`src/rtl/kint_pkg.sv`:
```
package kint_pkg;

    localparam int TC_CODES    = 32;
    localparam int TC_BITS     = $clog2(TC_CODES);
    localparam int SAMPLE_US   = 5;
    localparam int TAU_BASE_US = 40;
    localparam int TAU_STEP_US = 18;

    typedef enum logic [1:0] {
        ST_HOLD = 2'd0,
        ST_ARM  = 2'd1,
        ST_RUN  = 2'd2
    } kint_state_e;

    // Control word passed from the sequencer to the accumulator
    typedef struct packed {
        logic load;    // apply the reset level
        logic accum;   // add the current sample
        logic arming;  // inside the start-up delay window
    } kint_ctl_t;

    // Per-sample gain: sample period divided by tau, with frac_bits fractional bits, rounded
    function automatic int unsigned tc_gain(int unsigned code, int unsigned frac_bits);
        int unsigned tau;
        tau = TAU_BASE_US + TAU_STEP_US * code;
        return ((SAMPLE_US << frac_bits) + tau / 2) / tau;
    endfunction

endpackage

```
`src/rtl/kint_seq.sv`:
```
module kint_seq
    import kint_pkg::*;
#(
    parameter int DELAY = 4
) (
    input  logic      clk,
    input  logic      rst,
    input  logic      int_hold,
    input  logic      smp_valid,
    output kint_ctl_t ctl
);
    localparam int CW = $clog2(DELAY + 1);

    kint_state_e   state_q;
    logic [CW-1:0] cnt_q;
    logic          hold_q;
    logic          rise;
    logic          last_arm;

    always_comb begin
        rise       = int_hold & ~hold_q;
        last_arm   = (cnt_q == CW'(DELAY - 1));
        ctl.load   = (state_q == ST_ARM) && int_hold && !rise && smp_valid && last_arm;
        ctl.accum  = (state_q == ST_RUN) && int_hold && smp_valid;
        ctl.arming = (state_q == ST_ARM) && int_hold && !rise;
    end

    always_ff @(posedge clk) begin
        if (rst) begin
            state_q <= ST_HOLD;
            cnt_q   <= '0;
            hold_q  <= 1'b0;
        end else begin
            hold_q <= int_hold;
            if (!int_hold) begin
                state_q <= ST_HOLD;
            end else if (rise) begin
                state_q <= ST_ARM;
                cnt_q   <= '0;
            end else if (state_q == ST_ARM && smp_valid) begin
                if (last_arm) state_q <= ST_RUN;
                else          cnt_q   <= cnt_q + CW'(1);
            end
        end
    end

    // load and accumulate are never requested in the same cycle
    ctl_excl_chk: assert property (@(posedge clk) disable iff (rst)
        !(ctl.load && ctl.accum));

endmodule

```
`src/rtl/kint_rect_gain.sv`:
```
module kint_rect_gain
    import kint_pkg::*;
#(
    parameter int DW = 16,
    parameter int GW = 10,
    parameter int GF = 12,
    localparam int PW = DW + GW
) (
    input  logic signed [DW-1:0]      smp_data,
    input  logic        [TC_BITS-1:0] tc_code,
    output logic        [PW-1:0]      inc,
    output logic                      is_neg
);
    logic [GW-1:0] gain_rom [TC_CODES];

    // gain table built from the time-constant formula
    for (genvar i = 0; i < TC_CODES; i++) begin : g_rom
        assign gain_rom[i] = GW'(tc_gain(i, GF));
    end

    logic [DW-1:0] raw;
    logic [DW-1:0] mag;
    logic [GW-1:0] gain;

    always_comb begin
        raw    = smp_data;
        is_neg = raw[DW-1];
        // two's complement negation; the most negative value maps to 2^(DW-1)
        mag    = is_neg ? (~raw + DW'(1)) : raw;
        gain   = gain_rom[tc_code];
        inc    = PW'(mag) * PW'(gain);
    end

    // the gain is never zero, so every nonzero sample adds energy
    gain_nz_chk: assert final (gain != '0);

endmodule

```
`src/rtl/kint_diff_acc.sv`:
```
module kint_diff_acc
    import kint_pkg::*;
#(
    parameter int AW          = 24,
    parameter int PW          = 26,
    parameter int RESET_LEVEL = 512
) (
    input  logic          clk,
    input  logic          rst,
    input  kint_ctl_t     ctl,
    input  logic [PW-1:0] inc,
    input  logic          is_neg,
    output logic [AW-1:0] acc_out
);
    localparam int SW = ((AW > PW) ? AW : PW) + 2;
    localparam logic [AW-1:0]        MAXV      = '1;
    localparam logic signed [SW-1:0] POS_LIMIT = $signed(SW'(MAXV));
    localparam logic signed [SW-1:0] NEG_FLOOR = -POS_LIMIT;

    logic        [AW-1:0] pos_q;   // positive-half energy
    logic signed [AW:0]   neg_q;   // negative-half energy, opposite phase (<= 0)

    logic        [SW-1:0] pos_sum;
    logic        [AW-1:0] pos_nxt;
    logic signed [SW-1:0] neg_sum;
    logic signed [AW:0]   neg_nxt;
    logic signed [SW-1:0] diff;

    always_comb begin
        pos_sum = SW'(pos_q) + SW'(inc);
        pos_nxt = (pos_sum > SW'(MAXV)) ? MAXV : pos_sum[AW-1:0];
        neg_sum = SW'(neg_q) - $signed(SW'(inc));
        neg_nxt = (neg_sum < NEG_FLOOR) ? (AW+1)'(NEG_FLOOR) : neg_sum[AW:0];
        // the output is the difference of the two paths
        diff    = $signed(SW'(pos_q)) - SW'(neg_q);
        // clamp the combined value
        acc_out = (diff > POS_LIMIT) ? MAXV : diff[AW-1:0];
    end

    always_ff @(posedge clk) begin
        if (rst) begin
            pos_q <= '0;
            neg_q <= '0;
        end else if (ctl.load) begin
            pos_q <= AW'(RESET_LEVEL);
            neg_q <= '0;
        end else if (ctl.accum) begin
            if (is_neg) neg_q <= neg_nxt;
            else        pos_q <= pos_nxt;
        end
    end


    acc_rise_chk: assert property (@(posedge clk) disable iff (rst)
        ctl.accum |=> acc_out >= $past(acc_out));


    reset_level_chk: assert property (@(posedge clk) disable iff (rst)
        ctl.load |=> acc_out == AW'(RESET_LEVEL));


    arm_freeze_chk: assert property (@(posedge clk) disable iff (rst)
        (ctl.arming && !ctl.load) |=> $stable(acc_out));


    sat_hold_chk: assert property (@(posedge clk) disable iff (rst)
        (ctl.accum && acc_out == MAXV) |=> acc_out == MAXV);

endmodule

```
`src/rtl/knock_integrator.sv`:
```
module knock_integrator
    import kint_pkg::*;
#(
    parameter int DW          = 16,
    parameter int AW          = 24,
    parameter int GW          = 10,
    parameter int GF          = 12,
    parameter int DELAY       = 4,
    parameter int RESET_LEVEL = 512
) (
    input  logic                      clk,
    input  logic                      rst,
    input  logic                      smp_valid,
    input  logic signed [DW-1:0]      smp_data,
    input  logic        [TC_BITS-1:0] tc_code,
    input  logic                      int_hold,
    output logic        [AW-1:0]      acc_out
);
    localparam int PW = DW + GW;
    localparam int CW = $clog2(DELAY + 1);

    kint_ctl_t     ctl;
    logic [PW-1:0] inc;
    logic          is_neg;

    kint_seq #(.DELAY(DELAY)) u_seq (
        .clk       (clk),
        .rst       (rst),
        .int_hold  (int_hold),
        .smp_valid (smp_valid),
        .ctl       (ctl)
    );

    kint_rect_gain #(.DW(DW), .GW(GW), .GF(GF)) u_gain (
        .smp_data (smp_data),
        .tc_code  (tc_code),
        .inc      (inc),
        .is_neg   (is_neg)
    );

    kint_diff_acc #(.AW(AW), .PW(PW), .RESET_LEVEL(RESET_LEVEL)) u_acc (
        .clk     (clk),
        .rst     (rst),
        .ctl     (ctl),
        .inc     (inc),
        .is_neg  (is_neg),
        .acc_out (acc_out)
    );

    // Independent count of valid samples since the last rising edge of int_hold
    logic          chk_hold_q;
    logic [CW-1:0] chk_cnt_q;

    always_ff @(posedge clk) begin
        if (rst) begin
            chk_hold_q <= 1'b0;
            chk_cnt_q  <= '0;
        end else begin
            chk_hold_q <= int_hold;
            if (int_hold && !chk_hold_q)
                chk_cnt_q <= '0;
            else if (int_hold && smp_valid && chk_cnt_q < CW'(DELAY))
                chk_cnt_q <= chk_cnt_q + CW'(1);
        end
    end


    arm_delay_chk: assert property (@(posedge clk) disable iff (rst)
        ctl.load |-> (chk_cnt_q == CW'(DELAY - 1)) && chk_hold_q);


    hold_frozen_chk: assert property (@(posedge clk) disable iff (rst)
        !int_hold |=> $stable(acc_out));


    idle_frozen_chk: assert property (@(posedge clk) disable iff (rst)
        !smp_valid |=> $stable(acc_out));

endmodule

```
`config.mk`:
```
export PLATFORM = sky130hd
export DESIGN_NAME = knock_integrator
export DESIGN_NICKNAME = d
export VERILOG_FILES = /design/src/rtl/kint_pkg.sv /design/src/rtl/kint_seq.sv /design/src/rtl/kint_rect_gain.sv /design/src/rtl/kint_diff_acc.sv /design/src/rtl/knock_integrator.sv
export SDC_FILE = /design/constraint.sdc
export NUM_CORES = 1
export LEC_CHECK = 0
export BUFFER_PORTS_ARGS = -buffer_cell sky130_fd_sc_hd__buf_2
export CAP_MARGIN = 20
export CORE_UTILIZATION = 65
export CTS_BUF_LIST = sky130_fd_sc_hd__clkbuf_16
export CTS_CLUSTER_DIAMETER = 150
export CTS_CLUSTER_SIZE = 24
export DETAILED_ROUTE_END_ITERATION = 10
export GPL_ROUTABILITY_DRIVEN = 1
export PLACE_DENSITY = 0.83
export SLEW_MARGIN = 40
export SYNTH_ARGS = -nofsm -noshare
export SYNTH_HDL_FRONTEND = slang
export SYNTH_HIERARCHICAL = 1
export SYNTH_SLANG_ARGS = --single-unit
```
`constraint.sdc`:
```
create_clock -name clk -period 10.3 [get_ports clk]
set_input_delay 0.515 -clock clk [delete_from_list [all_inputs] [get_ports clk]]
set_output_delay 0.515 -clock clk [all_outputs]
set_load 0.01 [all_outputs]
```
* After elaboration in Yosys (flattened, before gate mapping)
Memory sizes are Yosys's and may differ from the RTL's.
Cells that the tools add are included.
** Operators by class
- Reductions and logical operators :: 20
- Mux-type cells :: 15
- Equal/unequal tests :: 5
- $lt $le $gt $ge :: 4
- $mul :: 1
- Add/sub/neg operators :: 5
- Bitwise logic cells :: 6
** Operators by type and width (count)
- $mux 10 :: 5
- $mux 24 :: 2
- $gt 28x24->1 const B :: 1
- $gt 28x25->1 const B :: 1
- $lt 28x25->1 const B :: 1
- $sub 25x27->28 :: 1
- $add 24x26->27 :: 1
- $mul 16x10->26 :: 1
- $sub 25x25->26 :: 1
- $mux 25 :: 1
- $add 16x1->16 const B :: 1
- $mux 16 :: 1
- $not 16->16 :: 1
- $reduce_and 2->1 :: 5
- $mux 3 :: 3
- $logic_and 1x1->1 :: 7
- $ge 6x6->1 const B :: 1
- $not 5->6 :: 1
- $reduce_bool 2->1 :: 3
- $ne 2x1->1 const B :: 2
- $reduce_or 2->1 :: 2
- $add 3x1->3 const B :: 1
- $eq 3x2->1 const B :: 1
- $mux 1 :: 3
- 7 further kinds :: 9
** Word-level totals
- ROM bits :: 320
- Bits in registers :: 55
- Memories kept :: 1
- Input port bits :: 25
- Output and inout port bits :: 24
** Memory list
- (no name shown) :: words 32, bits a word 10, rd ports 1, clocked after memory_dff 0, write ports 0, RTL line kint_rect_gain.sv:30 : gain = gain_rom[tc_code];

* Depth between registers and ports, before layout
Gate-level depths: netlist of run 1.
- Depth after elaboration :: 11
- Depth in mapped cells :: 41
- Gate-level depth less buffers :: 37

* By module
The synthesis of run 1 kept the hierarchy.
** Modules (own cells, without submodules)
- kint_diff_acc :: area each 5985.7 um^2, cells each 801, times used 1
- kint_rect_gain :: area each 5719.2 um^2, cells each 700, times used 1
- kint_seq :: area each 321.6 um^2, cells each 35, times used 1

* Worst setup path after synthesis of run 1
OpenSTA, ideal clock, no wires.
- Path kind :: input -> register
- Start :: in tc_code[1]
- End :: reg u_acc.neg_q[10]
- Setup slack :: 1165 ps
- Required time :: 10239 ps
- Path buffers :: 2
- Stages on the path :: 38
- Arrival :: 9074 ps
- Setup time :: 61 ps
- Cells stage by stage :: inv_1 > ha_1 > or3_1 > a31oi_1 > o22ai_1 > a21oi_1 > o22ai_1 > clkbuf_1 > nand2_1 > fa_1 > inv_1 > fa_1 > inv_1 > fa_1 > inv_1 > fa_1 > inv_1 > fa_1 > (+2 left out) > nand4_1 > or2_2 > a21oi_1 > o21ai_0 > o21ai_0 > xor2_1 > inv_1 > ha_1 > nand2_1 > or3_1 > or4_1 > and3_1 > o21a_1 > xnor2_1 > o311a_1 > o31ai_4 > buf_6 > a32o_1
** Between the ends
- Word-level cells in the longest chain between the ends :: 8
** RTL lines
- from (decl) :: RTL line knock_integrator.sv:15 : input logic [TC_BITS-1:0] tc_code,
- $not 5->6 (implied by the code) :: RTL line kint_rect_gain.sv:30
- $mem_v2 32x10
- $mux 10 (implied by the code) (2 in series) :: RTL line kint_rect_gain.sv:30
- $mul 16x10->26 :: RTL line kint_rect_gain.sv:31 : inc = PW'(mag) * PW'(gain);
- named net inc[21] :: RTL line knock_integrator.sv:23 : logic [PW-1:0] inc;
- $sub 25x27->28 :: RTL line kint_diff_acc.sv:32 : neg_sum = SW'(neg_q) - $signed(SW'(inc));
- $lt 28x25->1 :: RTL line kint_diff_acc.sv:33 : neg_nxt = (neg_sum < NEG_FLOOR) ? (AW+1)'(NEG_FLOOR) : neg_sum[AW:0];
- $mux 25 :: RTL line kint_diff_acc.sv:33
- to (signal assigned) :: RTL line kint_diff_acc.sv:48 : if (is_neg) neg_q <= neg_nxt;
- to (decl) :: RTL line kint_diff_acc.sv:21 : logic signed [AW:0] neg_q;
The timed path passes the listed nets, and every way through them passes these cells. The select of a mux whose other input is x is not followed.
A chain may end at the register's enable or synchronous reset.

* Worst setup path in the final report of run 1
- Start :: in tc_code[0]
- End :: reg u_acc.neg_q[6]
Same word-level chain as after synthesis.

==> impl_metrics.tcl, run 1 <==
set metrics [dict create \
    place_hpwl_um 25800 \
    drive_gt1_share_pct 8.78 \
    io_pins 49 \
    multi_input_area_um2 10000 \
    worstPathMaxFanout 12 \
    end_kind "register" \
    cts_hold_buffers 0 \
    grt_max_degree 27 \
    grtUsageTotal_pct 33.4 \
    layout.nets 1866 \
    synth_area_um2 12000 \
    critPathLaunchType "input port" \
    htreeDepth 2 \
    setup_viol 0 \
    tns_ns 0 \
    ant_nets 0 \
    hold_slack_ns 0.502 \
    rsz0062_at_grt "false" \
    regArea_um2 1100 \
    critPathMaxStageDelay_ns 0.54 \
    drt-initial-drc-count 881 \
    area_growth_pct 6.83 \
    cts.clk_slew.worst_paths_ns 0.07 \
    clock_skew_ns 0.0108 \
    tightestPinTransition_ns 0.843 \
    finalHoldViolCount 0 \
    firstDrtPassIters 6 \
    cts_tree "yes" \
    rows 49 \
    max_freq_mhz 102 \
    worstPathArrival_ns 10.02 \
    slew_viol_final 0 \
    post-route-period-util_pct 95.4 \
    ys_warn_count 6 \
    path_class "input port to register" \
    status "finished clean" \
    wl_per_cell_um 17.2 \
    die_h_um 138 \
    hp-class "register to register" \
    nFillCells 1545 \
    drt-total-wl_um 31100 \
    clkSinkCount 55 \
    rr_worst_depth 14 \
    coreArea_um2 18000 \
    hold_depth 2 \
    grt_pass1_wl_um 53100 \
    antenna_found_initial 0 \
    post_drt_via_cell_ratio 6.22 \
    diodes 0 \
    vias 11300 \
    die_area_um2 19000 \
    die_w_um 138 \
    max_slew_margin_pct 42.2 \
    drc 0 \
    port-buffer-count 48 \
    start_util_pct 66.7 \
    cap_violations 0 \
    cts_buffers 5 \
    required_ns 10.49 \
    place.gp.congestion 0.996 \
    synth_cells 1535 \
    root_buffer "clkbuf_16" \
    fin_crit_ns 9.83 \
    grt_pass1_vias 11000 \
    crit_path_top_delay_cell "fa_1" \
    synth_nets 1819 \
    grt-ovfl-total 0 \
    worstSkewPairLatency_ns 0.30 \
    syn_area_per_cell_um2 7.83 \
    clockBufferDepth 2 \
]
[flip-flops by register name, summed over array words and instances (netlist names)]
signal	cells
u_acc/neg_q	25
u_acc/pos_q	24
u_seq/cnt_q	3
u_seq/hold_q	1
u_seq/state_q	2
[cells in the final DEF, fill, tap and decap left out, drive strengths merged, types with 9 or more instances in the layout]
cell type / instances
and2: 17
buf: 89
a211oi: 16
and3: 10
o21a: 15
or2: 10
o31ai: 11
fa: 113
nor3: 21
o21ai: 94
xor2: 34
a21o: 25
nand3: 30
nand4: 13
a31oi: 13
ha: 146
xnor2: 64
or3: 9
nand2b: 38
dfxtp: 55
inv: 189
a32o: 23
o211ai: 14
nor2: 156
nor2b: 26
nand2: 112
o21bai: 14
a21oi: 125
[metal layers]
layer | vias to the layer above | track usage, % | wire, µm
li1 | 5395 | - | -
met1 | 5343 | 46.6 | 13600
met2 | 486 | 54.3 | 14300
met3 | 55 | 6.44 | 2650
met4 | 0 | 6.30 | 579
met5 | - | 0 | 0
[critical path: cells and delay by family]
kind / cells / cell delay (ns)
adders and majority gates: 8 / 3.33
xor gates and xnor gates: 1 / 0.14
and+or+nand+nor: 7 / 2.26
buffers and inverters: 10 / 1.30
AOI/OAI and AO/OA: 12 / 2.46
[timing repair]
item,4_1_cts,5_1_grt
resized for setup,0,3
buffers inserted,0,1
endpoints found under the setup margin,0,24
[area by class of cell]
cell class              count  area share (%)
well taps                 229            2.23
clock inverters             3           0.205
repair buffers             89            4.35
clock buffers               5           0.974
inverters                 188            5.49
multi-input cells        1243            78.2
flip-flops and latches     55            8.57
[per-stage QoR]
stage / utilization [%] / worst slack [ns] / area, µm² / instances
global placement: 70.0 / 0.0275 / 12600 / 1800
global route: 71.3 / 0.0172 / 12800 / 1812
finish: 71.3 / 0.474 / 12800 / 1812
detailed placement: 70.2 / 0.0293 / 12700 / 1803
CTS: 71.1 / 0.331 / 12800 / 1811
floorplan: - / 1.17 / 12000 / 1535
[path summary, 6_finish.rpt]
| path | startpoint | end | slack [ns] |
|---|---|---|---|
| max | tc_code[0] | u_acc/neg_q[6] | 0.47 |
| min | u_seq/cnt_q[2] | u_seq/cnt_q[2] | 0.50 |
| min reg2reg | u_seq/cnt_q[2] | u_seq/cnt_q[2] | 0.50 |
| max reg2reg | u_acc/neg_q[0] | u_acc/neg_q[6] | 5.91 |
Power of run 1 is left out: the tool's default activity adds up to more than one toggle a clock period on the data nets, which glitch-free logic cannot reach.
==> run 2: changes to the inputs <==
Settings changed: CORE_UTILIZATION 65 to 54, PLACE_DENSITY 0.83 to not set, PLACE_DENSITY_LB_ADDON set to 0.1.
==> run 2 against run 1 <==
Compared with the run above: die area increased by 20%; sequential cell count is the same; clock skew shrank 0.0038 ns; non-clock buffer count down 13; critical path depth shrank 1; count of clock-buffer cells in the layout is the same; worst hold slack gained 0.0060 ns; critical endpoint is now u_acc/neg_q[4]; maximum frequency rose by 0.99%; largest cell class unchanged; register-to-register slack gained 0.12 ns.
==> impl_metrics.tcl, run 2 (synthesis results as in run 1) <==
set metrics [dict create \
    required_ns 10.54 \
    status "finished clean" \
    max_slew_margin_pct 43.1 \
    post_cts_buffers 0 \
    max_freq_mhz 103 \
    cts_buffers 5 \
    diodes 0 \
    hp-class "register to register" \
    drt-initial-drc-count 625 \
    vias 10900 \
    cap_violations 0 \
    final_cell_mix "inv_1, nor2_1, ha_1" \
    crit_path_top_delay_cell "fa_1" \
    start_util_pct 55.1 \
    clockBufferDepth 2 \
    firstDrtPassIters 7 \
    worstPathArrival_ns 9.96 \
    regArea_um2 1100 \
    largest_reg_flops 25 \
    drive_gt1_share_pct 7.90 \
    clock_skew_ns 0.00706 \
    critical_path_buf_inv_count 8 \
    cts_hold_buffers 0 \
    antenna_found_initial 0 \
    io_pins 49 \
    layout.nets 1853 \
    fin_crit_ns 9.73 \
    tns_ns 0 \
    coreArea_um2 21800 \
    die_w_um 151 \
    drc 0 \
    slew_viol_final 0 \
    grt_max_degree 27 \
    wl_per_cell_um 16.6 \
    critPathMaxStageDelay_ns 0.55 \
    setup_viol 0 \
    critPathLaunchType "input port" \
    post-route-period-util_pct 94.5 \
    end_kind "register" \
    reg.largest.list "u_acc/neg_q: 25 flops, u_acc/pos_q: 24 flops, u_seq/cnt_q: 3 flops" \
    port-buffer-count 48 \
    tightestPinTransition_ns 0.853 \
    place_hpwl_um 25400 \
    multi_input_area_um2 10000 \
    grt_pass1_wl_um 51400 \
    post_drt_via_cell_ratio 5.88 \
    fin_area_um2 12800 \
    dp_slack_ns 0.269 \
    ant_nets 0 \
    place_area_um2 12600 \
    clkSinkCount 55 \
    area_growth_pct 6.45 \
    cts_repair_resize_count 0 \
    die_h_um 151 \
    finalHoldViolCount 0 \
    nFillCells 2071 \
    largest_register "u_acc/neg_q" \
    grt_pass1_vias 10400 \
    worstSkewPairLatency_ns 0.30 \
    layout_commonest_cell "inv_1" \
    drt-total-wl_um 30600 \
    place.gp.congestion 0.940 \
    worstPathMaxFanout 24 \
    grt-ovfl-total 0 \
    die_area_um2 22900 \
    cts_tree "yes" \
    path_class "input port to register" \
    finalWorstSetupSlack_ns 0.570 \
    cts.clk_slew.worst_paths_ns 0.07 \
    rows 54 \
    grtUsageTotal_pct 28.3 \
    htreeDepth 2 \
    critPathTopFamily "adder cells" \
    root_buffer "clkbuf_16" \
]
-- run 2: changes by cell type in the layout (fill, tap and decap cells not counted), sizes merged --
cell / before / now
buf: 89 / 76
inv: 189 / 188
clkinv: 2 / 1
bufinv: 0 / 1
-- run 2: worst reg2reg max path: stages, from the launching register on --
cell and delay [ns]:
dfxtp_1 0.35, inv_1 0.05, ha_1 0.19, fa_1 0.40, nand2b_1 0.17, a21oi_1 0.16, xor2_1 0.11, or4_1 0.60
or4_1 0.48, or4_1 0.43, nor4_1 0.34, and4bb_1 0.32, o31ai_4 0.06, buf_4 0.22, a32o_1 0.28
-- run 2: path summary, 6_finish.rpt --
check	from	endpoint	slack [ns]	cells past startpoint
max	tc_code[0]	u_acc/neg_q[4]	0.57	37
min	u_seq/cnt_q[1]	u_seq/cnt_q[1]	0.51	2
max reg2reg	u_acc/neg_q[0]	u_acc/neg_q[4]	6.03	14
min reg2reg	u_seq/cnt_q[1]	u_seq/cnt_q[1]	0.51	2
-- run 2: routing by layer --
layer  vias to the layer above  global-route usage (%)  wire [µm]
met1                      5230                    39.5      14300
met2                       254                    46.6      14200
li1                       5364                       -          -
met5                         -                       0          0
met4                         0                    3.65        257
met3                        22                    5.03       1860
-- run 2: metrics by stage --
| step | util, % | instances | hold WS [ns] |
|---|---|---|---|
| floorplan | - | 1535 | 0.468 |
| global placement | 57.8 | 1841 | 0.481 |
| detailed placement | 57.9 | 1842 | 0.501 |
| CTS | 58.6 | 1849 | 0.511 |
| global route | 58.6 | 1849 | 0.527 |
| finish | 58.6 | 1849 | 0.508 |
-- run 2: final cells by class --
class / instances / area share [%]
inverters: 188 / 5.51
flip-flops and latches: 55 / 8.60
well taps: 280 / 2.74
clock buffers: 5 / 0.978
repair buffers: 76 / 3.50
clock inverters: 2 / 0.264
multi-input cells: 1243 / 78.4
Power of run 2 is left out for the same reason.
==> run 3: changes to the inputs <==
Settings changed: MAX_ROUTING_LAYER set to met4.
==> run 3 against run 2 <==
Compared with the run above: die area stayed put; first-iteration DRC count shrank 3.5%; routed wire length up 0.81%.
==> impl_metrics.tcl, run 3 (synthesis results as in run 1) <==
set metrics [dict create \
    rr_worst_depth 14 \
    die_h_um 151 \
    multi_input_area_um2 10000 \
    required_ns 10.53 \
    antenna_found_initial 0 \
    coreArea_um2 21800 \
    layout.nets 1866 \
    io_pins 49 \
    worstSkewPairLatency_ns 0.29 \
    largest_register "u_acc/neg_q" \
    wl_per_cell_um 16.6 \
    hold_slack_ns 0.505 \
    area_growth_pct 7.05 \
    cap_violations 0 \
    largest_reg_flops 25 \
    critPathLaunchType "input port" \
    nFillCells 2132 \
    path_class "input port to register" \
    r2r-end "u_acc/neg_q[1]" \
    die_w_um 151 \
    fin_cells 1861 \
    rows 54 \
    drt-total-wl_um 30900 \
    worstPathMaxFanout 16 \
    min_from "u_seq/cnt_q[1]" \
    finalHoldViolCount 0 \
    root_buffer "clkbuf_16" \
    htreeDepth 2 \
    die_area_um2 22900 \
    slew_viol_final 0 \
    cts.clk_slew.worst_paths_ns 0.07 \
    status "finished clean" \
    diodes 0 \
    critPathMaxStageDelay_ns 0.55 \
    layout_commonest_cell "inv_1" \
    drc 0 \
    fin_crit_ns 9.76 \
    final_util_pct 59.0 \
    post-route-period-util_pct 94.7 \
    grt_pass1_wl_um 51900 \
    reg.largest.list "u_acc/neg_q: 25 flops, u_acc/pos_q: 24 flops, u_seq/cnt_q: 3 flops" \
    port-buffer-count 48 \
    grt_max_degree 27 \
    cts_tree "yes" \
    crit_path_top_delay_cell "fa_1" \
    finalWorstSetupSlack_ns 0.542 \
    max_freq_mhz 102 \
    grtUsageTotal_pct 29.3 \
    place.gp.congestion 0.933 \
    dp_slack_ns 0.236 \
    regArea_um2 1100 \
    drt-initial-drc-count 603 \
    ant_nets 0 \
    cts_buffers 5 \
    drive_gt1_share_pct 8.67 \
    timing.rr.start "u_acc/neg_q[0]" \
    grt-ovfl-total 0 \
    clkSinkCount 55 \
    place_inst 1855 \
    final_cell_mix "inv_1, nor2_1, ha_1" \
    post_drt_via_cell_ratio 5.92 \
    place_hpwl_um 25800 \
    max_slew_margin_pct 47.9 \
    worstPathArrival_ns 9.99 \
    hp-class "register to register" \
    firstDrtPassIters 5 \
    min_to "u_seq/cnt_q[1]" \
    vias 11000 \
    ff2ff_setup_slack_ns 6.04 \
    grt_pass1_vias 10700 \
    hold_depth 2 \
    clockBufferDepth 2 \
    tightestPinTransition_ns 0.778 \
    setup_viol 0 \
    start_util_pct 55.1 \
    end_kind "register" \
    clock_skew_ns 0.00641 \
]
## run 3: worst max-delay path by stage
stage                     depth (start not counted)               to       start
after floorplan                                  38  u_acc/neg_q[10]  tc_code[1]
after global placement                           34   u_acc/neg_q[3]  tc_code[1]
after detailed placement                         38   u_acc/neg_q[1]  tc_code[0]
after CTS                                        35   u_acc/neg_q[1]  tc_code[1]
after global routing                             39  u_acc/neg_q[13]  tc_code[0]
final                                            37   u_acc/neg_q[7]  tc_code[0]
## run 3: final cells by class
cell class                 instances  area share [%]
tap                              280            2.72
sequential                        55            8.56
clock buffer                       5           0.972
timing repair buffer              89            4.26
clock inverter                     1          0.0292
inverter                         188            5.48
multi-input combinational       1243            78.0
## run 3: per-stage QoR
stage,setup TNS (ns),area [µm²]
5_1_grt,-0.0224,12900
4_1_cts,0,12800
2_1_floorplan,0,12000
3_5_place_dp,0,12700
6_report,0,12900
3_3_place_gp,0,12700
## run 3: critical path, delay by kind of cell
kind / cells / cell delay, ns
XOR/XNOR: 2 / 0.39
buffers and inverters: 8 / 1.06
AO/OA/AOI/OAI: 11 / 2.76
adder cells (fa/ha/maj): 8 / 3.41
AND/OR/NAND/NOR: 8 / 1.83
## run 3: repair_timing
item	CTS	global route
gates resized for setup	0	2
buffers inserted	0	0
hold buffers	0	0
setup endpoints to repair	0	16
## run 3: layer usage
| layer | up-vias | GRT usage [%] | part of all wire [%] |
|---|---|---|---|
| met5 | - | - | 0 |
| met4 | 0 | 6.35 | 2.1 |
| met3 | 43 | 3.58 | 5.5 |
| met2 | 269 | 46.8 | 46 |
| met1 | 5324 | 39.6 | 47 |
| li1 | 5389 | - | - |
Power of run 3 is left out for the same reason.
